[src/rtl/vpf_pkg.sv]
package vpf_pkg;

    typedef enum logic [1:0] {
        DEC_DROP = 2'b00,
        DEC_DATA = 2'b01,
        DEC_OAM  = 2'b10
    } dec_e;

    typedef enum logic {
        ST_IDLE = 1'b0,
        ST_EMIT = 1'b1
    } seq_e;

    localparam int unsigned F4_SEG_VCI  = 3;
    localparam int unsigned F4_E2E_VCI  = 4;
    localparam logic [2:0]  F5_SEG_PTI  = 3'b100;
    localparam logic [2:0]  F5_E2E_PTI  = 3'b101;

endpackage

[src/rtl/vpf_cfg_reg.sv]
module vpf_cfg_reg #(
    parameter int REG_W = 16,
    parameter int VPI_W = 12
) (
    input  logic             clk,
    input  logic             rst_n,
    input  logic             wr,
    input  logic [REG_W-1:0] wdata,
    output logic [REG_W-1:0] rdata,
    output logic [VPI_W-1:0] exp_vpi,
    output logic             oam_en
);
    localparam int USED_W = VPI_W + 1;
    localparam int RSVD_W = REG_W - USED_W;

    logic [USED_W-1:0] word_q;
    logic              unused_rsvd;

    assign unused_rsvd = ^wdata[REG_W-1:USED_W];

    always_ff @(posedge clk) begin
        if (!rst_n) begin
            word_q <= '0;
        end else if (wr) begin
            word_q <= wdata[USED_W-1:0];
        end
    end

    assign rdata   = {{RSVD_W{1'b0}}, word_q};
    assign exp_vpi = word_q[VPI_W-1:0];
    assign oam_en  = word_q[VPI_W];
endmodule

[src/rtl/vpf_hdr_class.sv]
module vpf_hdr_class
    import vpf_pkg::*;
#(
    parameter int VPI_W = 12,
    parameter int UNI_W = 8,
    parameter int VCI_W = 16,
    parameter int PTI_W = 3
) (
    input  logic [VPI_W-1:0] exp_vpi,
    input  logic             oam_en,
    input  logic             nni_mode,
    input  logic [VPI_W-1:0] vpi,
    input  logic [VCI_W-1:0] vci,
    input  logic [PTI_W-1:0] pti,
    output dec_e             dec
);
    localparam logic [VCI_W-1:0] VCI_A = VCI_W'(F4_SEG_VCI);
    localparam logic [VCI_W-1:0] VCI_B = VCI_W'(F4_E2E_VCI);
    localparam logic [PTI_W-1:0] PTI_A = PTI_W'(F5_SEG_PTI);
    localparam logic [PTI_W-1:0] PTI_B = PTI_W'(F5_E2E_PTI);

    logic low_eq, high_eq, vpi_hit, is_f4, is_f5, is_oam;

    // UNI uses only the low field; NNI adds the upper bits
    assign low_eq  = (vpi[UNI_W-1:0] == exp_vpi[UNI_W-1:0]);
    assign high_eq = (vpi[VPI_W-1:UNI_W] == exp_vpi[VPI_W-1:UNI_W]);
    assign vpi_hit = low_eq && (high_eq || !nni_mode);

    assign is_f4  = (vci == VCI_A) || (vci == VCI_B);
    assign is_f5  = (pti == PTI_A) || (pti == PTI_B);
    assign is_oam = is_f4 || is_f5;

    always_comb begin
        if (!vpi_hit) begin
            dec = DEC_DROP;
        end else if (is_oam) begin
            dec = oam_en ? DEC_OAM : DEC_DROP;
        end else begin
            dec = DEC_DATA;
        end
    end
endmodule

[src/rtl/vpf_route_seq.sv]
module vpf_route_seq
    import vpf_pkg::*;
(
    input  logic       clk,
    input  logic       rst_n,
    input  logic       hdr_valid,
    input  dec_e       dec_now,
    output logic       dec_valid,
    output logic [1:0] dec_code
);
    seq_e state_q, state_nx;
    dec_e dec_q;

    always_comb begin
        state_nx = state_q;
        unique case (state_q)
            ST_IDLE: state_nx = hdr_valid ? ST_EMIT : ST_IDLE;
            ST_EMIT: state_nx = hdr_valid ? ST_EMIT : ST_IDLE;
            default: state_nx = ST_IDLE;
        endcase
    end

    always_ff @(posedge clk) begin
        if (!rst_n) begin
            state_q <= ST_IDLE;
            dec_q   <= DEC_DROP;
        end else begin
            state_q <= state_nx;
            dec_q   <= hdr_valid ? dec_now : DEC_DROP;
        end
    end

    always_comb begin
        dec_valid = 1'b0;
        dec_code  = DEC_DROP;
        unique case (state_q)
            ST_IDLE: begin
                dec_valid = 1'b0;
                dec_code  = DEC_DROP;
            end
            ST_EMIT: begin
                dec_valid = 1'b1;
                dec_code  = dec_q;
            end
            default: begin
                dec_valid = 1'b0;
                dec_code  = DEC_DROP;
            end
        endcase
    end
endmodule

[src/rtl/vpf_port_filter.sv]
module vpf_port_filter
    import vpf_pkg::*;
#(
    parameter int REG_W = 16,
    parameter int VPI_W = 12,
    parameter int UNI_W = 8,
    parameter int VCI_W = 16,
    parameter int PTI_W = 3
) (
    input  logic             clk,
    input  logic             rst_n,
    input  logic             cfg_wr,
    input  logic [REG_W-1:0] cfg_wdata,
    output logic [REG_W-1:0] cfg_rdata,
    input  logic             nni_mode,
    input  logic             hdr_valid,
    input  logic [VPI_W-1:0] hdr_vpi,
    input  logic [VCI_W-1:0] hdr_vci,
    input  logic [PTI_W-1:0] hdr_pti,
    output logic             dec_valid,
    output logic [1:0]       dec_code
);
    logic [VPI_W-1:0] exp_vpi;
    logic             oam_en;
    dec_e             dec_now;

    vpf_cfg_reg #(.REG_W(REG_W), .VPI_W(VPI_W)) u_cfg (
        .clk     (clk),
        .rst_n   (rst_n),
        .wr      (cfg_wr),
        .wdata   (cfg_wdata),
        .rdata   (cfg_rdata),
        .exp_vpi (exp_vpi),
        .oam_en  (oam_en)
    );

    vpf_hdr_class #(.VPI_W(VPI_W), .UNI_W(UNI_W), .VCI_W(VCI_W), .PTI_W(PTI_W)) u_cls (
        .exp_vpi  (exp_vpi),
        .oam_en   (oam_en),
        .nni_mode (nni_mode),
        .vpi      (hdr_vpi),
        .vci      (hdr_vci),
        .pti      (hdr_pti),
        .dec      (dec_now)
    );

    vpf_route_seq u_seq (
        .clk       (clk),
        .rst_n     (rst_n),
        .hdr_valid (hdr_valid),
        .dec_now   (dec_now),
        .dec_valid (dec_valid),
        .dec_code  (dec_code)
    );
endmodule

[config.mk]
export PLATFORM = sky130hd
export DESIGN_NAME = vpf_port_filter
export DESIGN_NICKNAME = d
export VERILOG_FILES = /design/src/rtl/vpf_pkg.sv /design/src/rtl/vpf_cfg_reg.sv /design/src/rtl/vpf_hdr_class.sv /design/src/rtl/vpf_route_seq.sv /design/src/rtl/vpf_port_filter.sv
export SDC_FILE = /design/constraint.sdc
export NUM_CORES = 1
export LEC_CHECK = 0
export CORE_MARGIN = 1.5
export CORE_UTILIZATION = 35
export CTS_BUF_LIST = sky130_fd_sc_hd__clkbuf_4
export CTS_CLUSTER_DIAMETER = 80
export DETAILED_ROUTE_END_ITERATION = 10
export GPL_TIMING_DRIVEN = 1
export PLACE_DENSITY = 0.88
export SETUP_SLACK_MARGIN = 0.05
export SYNTH_ARGS = -nofsm -noshare
export SYNTH_HDL_FRONTEND = slang
export SYNTH_SLANG_ARGS = --single-unit
[constraint.sdc]
create_clock -name clk -period 3.26 [get_ports clk]
set_input_delay 0.489 -clock clk [delete_from_list [all_inputs] [get_ports clk]]
set_output_delay 0.489 -clock clk [all_outputs]
set_load 0.05 [all_outputs]
==> impl_results.rst <==
.. list-table::
   :header-rows: 1

   * - Metric
     - Value
   * - Cell Area, Placed
     - 1440 µm²
   * - Floorplan die area
     - 2630 µm²
   * - Number of antenna violations at the first check in global routing
     - 0
   * - FF-to-FF path depth
     - 4
   * - GRT overflow
     - 0
   * - Outcome
     - completed
   * - Register area share after synthesis
     - 39.3%
   * - EDFF count, synth
     - 0
   * - Clock Pin Slew Worst Setup and Hold Paths
     - 100 ps
   * - Power density over the cells
     - 332 nW/µm²
   * - Count of H-tree levels built during CTS
     - 1
   * - Count of warnings emitted by yosys
     - 0
   * - Share of the synthesized area in the top cell type
     - 39.3%
   * - Wire length of the first global-routing pass
     - 3460 µm
   * - Post-DR wirelength/cell
     - 12.7 µm
   * - Cell Area, Synth
     - 815 µm²
   * - Clk sinks
     - 16
   * - Endpoint arrival time on the critical path
     - 1560 ps
   * - Slew headroom
     - 45.9%
   * - Total routing resource utilization after global routing
     - 17.7%
   * - # placed instances
     - 169
   * - Area growth syn-to-layout
     - 80.5%
   * - Largest driver fanout on the critical path
     - 3
   * - Post CTS Setup Buffer Count
     - 0
   * - Ratio of cells with drive above 1 in the final layout
     - 3.45%
   * - Die outline height
     - 51.2 µm
   * - Number of cells on the worst hold path
     - 2
   * - Type of origin of the critical path
     - flip-flop
   * - Endpoint type of the worst setup path
     - primary output
   * - Layout Cell Area excl Fill
     - 1470 µm²
   * - Fill cell instance count of the final layout
     - 195
   * - Drt via density
     - 4.55
   * - Share of flip-flops with an asynchronous set or reset after synthesis
     - 0%
   * - Initial standard-cell utilization of the core
     - 36.8%
   * - Buffers from clock root to sink, at most
     - 2
   * - Highest attainable clock frequency
     - 0.488 GHz
   * - Portion of the clock cycle consumed by the worst path in the final layout
     - 62.9%
   * - Minimum period implied by the final worst setup slack
     - 2050 ps
   * - Count of instances resized after the clock tree is built
     - 0
   * - Number of storage elements in the synthesis netlist
     - 16
   * - Pin count of the biggest net entering global routing
     - 15
   * - Number of buffers added on ports
     - 63
   * - Number of pins with negative max-slew slack in the final report
     - 0
   * - Worst Setup Path Type
     - flip-flop to primary output
   * - Via count of the first global-routing pass
     - 808
   * - RePlAce Congestion
     - 0.659
   * - Core box area
     - 2210 µm²
   * - Most frequently used flop master after synthesis
     - dfxtp_1
   * - Initial DRC Count
     - 4
   * - Number of standard cells in the layout, taps in and fillers out
     - 173
   * - Classification of the worst-slack hold path
     - flip-flop to flip-flop
   * - Fin Clk Skew
     - 4.09 ps
   * - Accumulated negative setup slack
     - 0 ps
   * - Synth Area per Inst
     - 9.81 µm²
   * - Total CTS buffers
     - 3
   * - Inserted Diodes
     - 0
   * - Peak supply drop
     - 0.268 mV
   * - Number of different library cells in the post-synthesis netlist
     - 23
   * - Nets@finish
     - 198
   * - Site row count
     - 17
   * - Detail Route Antenna Nets
     - 0
   * - Leakage power summed over all cells
     - 0.588 nW
   * - Ordered list of cells on the worst path
     - and2_1, clkdlybuf4s50_1
   * - Synth area leader
     - dfxtp_1
   * - Detailed-placement wirelength estimate
     - 1810 µm
   * - Cells after Synth
     - 83
   * - Worst-margin pin slew
     - 809 ps
   * - Pre-Repair DR Iteration Count
     - 3
   * - Hold buffer count at CTS
     - 0
   * - Data required time of the worst path
     - 2770 ps
   * - Synth area leaders
     - dfxtp_1 39%, mux2i_1 16%, nor2b_1 10%
   * - Final Hold Vio Count
     - 0
   * - Clock root buffer
     - clkbuf_4
   * - Slowest-stage cell, CP
     - clkdlybuf4s50_1
   * - Cell with the most instances after synthesis
     - dfxtp_1
   * - Remaining design rule violation count
     - 0
   * - RSZ-0062 raised after global routing
     - false
   * - Via Count
     - 788
   * - Latest clock arrival within the worst-skew pair
     - 280 ps
   * - Number of max-capacitance violations reported
     - 0
   * - Commonest cells in the synthesized netlist
     - 16 x dfxtp_1, 13 x mux2i_1, 13 x nor2b_1
   * - Top-Level Pins
     - 71
   * - Final wirelength
     - 2190 µm
   * - Die W
     - 51.2 µm
   * - Longest individual stage delay on the worst path
     - 790 ps
   * - CTS tree
     - yes
   * - Setup violation total in the final timing report
     - 0
[report_power, final]
part | internal (W) | total (W) | switching, W
clock network | 0.0000444 | 0.000108 | 0.0000634
registers | 0.000206 | 0.000215 | 0.00000939
logic | 0.0000885 | 0.000165 | 0.0000762
total | 0.000339 | 0.000487 | 0.000149
[layout by cell type (no fill, tap or decap), drive strengths merged]
master	count
nand4	3
inv	2
nor2b	13
a211oi	1
clkbuf	3
a21oi	1
xor2	7
and3b	1
o22ai	1
xnor2	5
nand2	1
nor3	2
dfxtp	16
clkdlybuf4s50	63
clkinv	1
nor2	2
nor4	3
mux2i	13
conb	3
a21bo	1
and2	2
nor3b	1
[worst paths after layout]
check,startpoint,end,slack (ps)
worst max-delay path,u_seq.state_q,dec_code[1],1210
worst min-delay path,u_cfg.word_q[7],u_cfg.word_q[7],550
worst max register to register,u_cfg.word_q[4],u_seq.dec_q[0],1980
worst min register to register,u_cfg.word_q[7],u_cfg.word_q[7],550
[stage by stage]
stage	hold WS (ps)	setup slack (ps)	util [%]	total power, W
CTS	556	1190	66.5	0.000494
floorplan	497	1650	-	0.000303
finish	554	1210	66.5	0.000487
global route	583	1130	66.5	0.000509
detailed placement	541	1240	65.3	0.000384
global placement	533	1320	65.3	0.000381
[cells by family (layout without fill, tap and decap cells)]
logic type             after synthesis  in the layout  share of synthesized area, %
AO/OA/AOI/OAI                        4              4                          3.53
XOR/XNOR                            12             12                          12.9
buffers and inverters                9             69                          6.30
multiplexers                        13             13                          16.0
AND/OR/NAND/NOR                     28             28                          21.5
other                                1              3                         0.460
flip-flops                          16             16                          39.3
[worst max-delay path, delay by kind of cell, from the launching register on]
kind	cells	cell delay, ps
flip-flops	1	360
buffers and inverters	1	790
AND/OR/NAND/NOR	1	130
[layer usage]
metal | vias up | GRT usage, % | wire length, µm
met5 | - | 0 | 0
met4 | 0 | 9.21 | 38
met3 | 6 | 3.22 | 140
met2 | 35 | 32.5 | 1170
met1 | 350 | 19.3 | 849
li1 | 397 | - | -
[layout make-up]
cell class / count / area, µm² / area share, %
Clock buffer: 3 / 22.5 / 1.53
Timing Repair Buffer: 63 / 631 / 42.9
Inverter: 2 / 7.51 / 0.511
Clock inverter: 1 / 3.75 / 0.255
Sequential cell: 16 / 320 / 21.8
Multi-Input combinational cell: 60 / 450 / 30.6
Tap cell: 28 / 35.0 / 2.38
[flip-flops by register name, indices dropped and copies added, names as in the netlist]
signal / count
u_cfg.word_q: 13
u_seq.dec_q: 2
u_seq.state_q: 1
Power figures use the tool's default switching activity.
